File: src/rtl/dclk_burst_gen.sv
module dclk_burst_gen #(
  parameter int CNT_W   = 16,
  parameter int RATIO_W = 4
) (
  input  logic               clk,
  input  logic               rst_n,
  input  logic               reg_wr,
  input  logic               reg_addr,
  input  logic [CNT_W-1:0]   reg_wdata,
  output logic [CNT_W-1:0]   reg_rdata,
  input  logic               path_en,
  input  logic [RATIO_W-1:0] cd_ratio,
  output logic               dclk,
  output logic               pulse_stb,
  output logic               busy,
  output logic               done
);

  logic [CNT_W-1:0]   remain;
  logic [RATIO_W-1:0] div;
  logic               hi;

  wire load      = reg_wr && !reg_addr;
  wire clr       = reg_wr && reg_addr && reg_wdata[0];
  wire run       = busy && path_en;
  wire tick      = run && (div >= cd_ratio);
  wire last_fall = tick && hi && (remain == CNT_W'(1));

  assign busy      = remain != '0;
  assign dclk      = hi && path_en;
  assign pulse_stb = tick && !hi && !load;
  assign reg_rdata = reg_addr ? {{(CNT_W-2){1'b0}}, busy, done} : remain;

  always_ff @(posedge clk or negedge rst_n) begin
    if (!rst_n) begin
      remain <= '0;
      div    <= '0;
      hi     <= 1'b0;
      done   <= 1'b0;
    end else if (load) begin
      remain <= reg_wdata;
      div    <= cd_ratio;
      hi     <= 1'b0;
      done   <= (reg_wdata == '0);
    end else begin
      if (tick) begin
        div <= '0;
        hi  <= !hi;
        if (hi) remain <= remain - CNT_W'(1);
      end else if (run) begin
        div <= div + RATIO_W'(1);
      end
      if (last_fall)  done <= 1'b1;
      else if (clr)   done <= 1'b0;
    end
  end

endmodule

File: config.mk
export PLATFORM = sky130hd
export DESIGN_NAME = dclk_burst_gen
export DESIGN_NICKNAME = d
export VERILOG_FILES = /design/src/rtl/dclk_burst_gen.sv
export SDC_FILE = /design/constraint.sdc
export NUM_CORES = 1
export LEC_CHECK = 0
export ABC_AREA = 1
export BUFFER_PORTS_ARGS = -buffer_cell sky130_fd_sc_hd__buf_4
export CORE_MARGIN = 2
export CORE_UTILIZATION = 40
export DETAILED_ROUTE_END_ITERATION = 6
export GPL_TIMING_DRIVEN = 0
export PLACE_DENSITY = 0.72
export SLEW_MARGIN = 30
export SYNTH_ARGS = -nofsm -noshare
export SYNTH_HDL_FRONTEND = slang
export SYNTH_SLANG_ARGS = --single-unit
export TNS_END_PERCENT = 50
File: constraint.sdc
create_clock -name clk -period 2.14 [get_ports clk]
set_input_delay 0 -clock clk [delete_from_list [all_inputs] [get_ports clk]]
set_output_delay 0 -clock clk [all_outputs]
set_load 0.005 [all_outputs]
== After elaboration in Yosys (flattened, before gate mapping) ==
Cells that the tools add are included.
Storage, ports and cells
  register bits after elaboration: 22
  input bits: 25
  output and inout port bits: 20
  logic and storage cells: 40
Operators by class
  mux-type cells: 12
  reduce and logical (&&, ||, !) cells: 20
  equal/unequal tests: 1
  add/sub/neg operators: 2
  $lt $le $gt $ge: 1
Operators with widths (count)
  $mux W16: 4
  $eq A16 B1 Y1 const B: 1
  $logic_not A16 Y1: 1
  $reduce_bool A16 Y1: 1
  $sub A16 B1 Y16 const B: 1
  $mux W4: 3
  $logic_and A1 B1 Y1: 10
  $reduce_bool A3 Y1: 2
  $mux W1: 5
  $add A4 B1 Y4 const B: 1
  $ge A4 B4 Y1: 1
  $reduce_bool A2 Y1: 2
  $logic_not A1 Y1: 3
  $reduce_and A2 Y1: 1

== Depth between registers and ports, before layout ==
  depth in word-level cells: 7
  depth in mapped cells: 13
  depth with buffers taken out: 12

== Least setup slack after synthesis ==
OpenSTA, ideal clock, no wires.
  path kind: reg-to-reg
  start point: register remain[0]
  end point: register remain[12]
  setup slack: 0.532 ns
  period minus slack after synthesis: 1.608 ns
  cell stages (with the launch flop): 12
  path buffers: 1
  required time: 2.075 ns
  arrival: 1.543 ns
  setup time: 0.065 ns
  path through: dfrtp_1 inv_1 ha_1 nand2_1 nor2_4 nand2_4 nand3_4 nand2_4 nand2_4 buf_6 nand2_1 nand2_1
On the way
  longest elaborated chain between the ends: 5
  elaborated cells between the ends (all ways): 9
  those cells by class: add/sub (1); mux (3); reduce/logical (5)
RTL lines
  start: declaration: line 19  | logic [CNT_W-1:0] remain;
  start signal: assignment: line 41  | remain <= reg_wdata;
  start signal: assignment: line 49  | if (hi) remain <= remain - CNT_W'(1);
  $reduce_bool A16 Y1: line 29  | assign busy = remain != '0;
  named net busy: line 15  | output logic busy,
  $logic_and A1 B1 Y1: line 25  | wire run = busy && path_en;
  $logic_and A1 B1 Y1: line 26  | wire tick = run && (div >= cd_ratio);
  $reduce_bool A2 Y1 (no source line)
  $reduce_and A2 Y1 (no source line)
The timed path passes the listed nets, and every way through them passes these cells. The select of a mux whose other input is x is not followed.
A chain may end at the register's enable or synchronous reset.

== Worst setup path after layout ==
  start point: register remain[0]
  end point: register remain[11]
On the way
  longest elaborated chain between the ends: 5
  elaborated cells between the ends (all ways): 9
  those cells by class: add/sub (1); mux (3); reduce/logical (5)
RTL lines
  branches (longest 5 deep; another with $sub A16 B1 Y16)
Parallel ways; which one is timed is not known. The select of a mux whose other input is x is not followed.

==> qor.yml <==
holdCritPathClass: "input port to flip-flop"
drtAntennaViolNets: 0
cap_violations: 0
areaGrowthSynthToFinish_pct: 23.8
status: "finished clean"
period_share: 0.901
finalHoldViolations: 0
clk_pin_slew_ns: 0.08
htree_levels: 1
grt_max_degree: 23
viasPerCell: 4.92
cts_tree: "built"
insertion_delay_ns: 0.26
root_buffer: "clkbuf_8"
drt_iter0_drc: 119
synthCells: 312
cp.required_ns: 2.34
hold_slack_ns: 0.0367
critPathMaxFanout: 10
port_buffers: 44
ioPinCount: 45
start_util: 0.422
power_density_mw_per_mm2: 1020
synth_seq_cells: 22
yosysUniqueCellTypes: 24
dp_hpwl_um: 4000
tightestPinTransition_ns: 0.484
place_congestion: 0.896
first_pass_iters: 4
synth_area_sq_mm: 0.00188
grt_remaining_overflow: 0
syn_nets: 344
arrival_ns: 2.13
wl_per_cell_um: 12.6
crit_start: "remain[0]"
cts-hold-fix-buffers: 1
crit_type: "flip-flop to flip-flop"
drc: 0
cts_sinks: 22
post_dp_cell_area_sq_mm: 0.00227
final_layout_size_suffix_gt1_frac: 0.164
dp.cells: 408
end_kind: "flip-flop"
leakagePower_nw: 1.33
drv_slew: 0
diodes: 0
clock.fmax_mhz: 519
setup_viol: 0
die_w_um: 72.5
path_cells: "inv_1 > ha_1 > nand2_1 > nor2_4 > nand2_4 > nand3_4 > nand2_4 > nand2_4 > buf_6 > nand2_1 > nand2_1"
holdPathStages: 4
routed_wl_um: 5180
hold_start: "reg_wdata[3]"
rsz0062_at_grt: "false"
track_usage: 0.207
numCtsBuffers: 3
fin_tns_setup_ns: 0
place_ws_ns: 0.243
cp_slowest_stage_delay_ns: 0.41
core_area_sq_mm: 0.00444
postCtsSetupBuffers: 0
irDropWorstVdd_mv: 0.397
reg2reg_depth: 11
ctsResizeCount: 0
dieArea_sq_mm: 0.00525
antenna_found_initial: 0
grt_pass1_wl_um: 8630
reg2reg_to: "remain[11]"
via_count: 2029
fill_cells: 488
slowest_stage: "dfrtp_1"
die_y_um: 72.5
fin_cells: 412
slew-limit-headroom: 0.677
r2r-start: "remain[0]"
crit_path_start_kind: "flip-flop"
grt_pass1_vias: 1826
fin_crit_ns: 1.93
setup_ws_ns: 0.212
yosysWarnings: 0
ys_seq_area_frac: 0.294
num_rows: 24
fin_area_sq_mm: 0.00232
ff2ff_setup_slack_ns: 0.21
nets: 394
clockBufferDepth: 2
hold_end: "remain[3]"
fin_worst_skew_ns: 0.00205
syn_area_per_cell_sq_um: 6.01
metrics by stage:
| stage | utilization | total power, W |
|---|---|---|
| 2_1_floorplan | - | 0.00167 |
| 3_3_place_gp | 0.511 | 0.00207 |
| 3_5_place_dp | 0.511 | 0.00210 |
| 4_1_cts | 0.523 | 0.00238 |
| 5_1_grt | 0.523 | 0.00262 |
| 6_report | 0.523 | 0.00238 |
critical path, delay by kind of cell, from the launching register on:
kind	cells	cell delay, ns
buf+inv	2	0.32
fa+ha+maj	1	0.21
flops	1	0.41
simple gates	8	0.92
report_power, final:
group          switching [W]  internal, W  total, W
combinational       0.000769     0.000523   0.00129
clock               0.000137     0.000126  0.000263
sequential          0.000225     0.000598  0.000823
synth_stat cells, drive strengths merged:
library cell  count  area, sq um
a21o              1         7.51
a21oi             6         30.0
a31oi             1         6.26
buf               3         27.5
clkbuf            5         18.8
dfrtp            22          551
ha                7         87.6
inv              38          143
nand2           133          524
nand3            18          103
nand4             4         25.0
nor2             51          201
nor4              2         12.5
o21ai            14         81.3
o21bai            1         7.51
or2               1         6.26
xor2              5         43.8
worst max-delay path by stage:
stage	end	slack [ns]
final	remain[11]	0.21
after global routing	div[1]	0.07
after CTS	div[3]	0.22
after detailed placement	remain[13]	0.24
after global placement	div[1]	0.26
after floorplan	remain[12]	0.53
per-layer routing:
metal	routed length [um]	GRT usage
met1	2360	0.293
met2	2440	0.334
met3	341	0.0389
met4	33	0.0391
met5	0	0
cells in the final DEF, fill, tap and decap left out, types with 4 or more instances in the layout:
master / count
a21oi_1: 6
buf_4: 44
clkbuf_1: 5
dfrtp_1: 22
ha_1: 7
inv_1: 38
nand2_1: 129
nand3_1: 17
nand4_1: 4
nor2_1: 49
o21ai_0: 13
xor2_1: 5
kinds of logic (layout without fill, tap and decap cells):
kind of cell    after synthesis  count (layout)  synth area share
compound gates               23              23            0.0707
buf+inv                      46              94             0.101
xor+xnor                      5               5            0.0233
flops                        22              22             0.294
fa+ha+maj                     7               7            0.0467
simple gates                209             209             0.465
sequential cells by signal, indices dropped and copies added (netlist names):
register  count
hi            1
done          1
div           4
remain       16
final cells by class:
cell class                 instances  area (sq um)  area share
inverter                          38           143      0.0614
clock buffer                       3          41.3      0.0178
sequential                        22           551       0.237
multi-input combinational        244          1140       0.489
buffer                             8          46.3      0.0199
tap                               52          65.1      0.0280
timing repair buffer              45           340       0.147
Power figures use the tool's default switching activity.
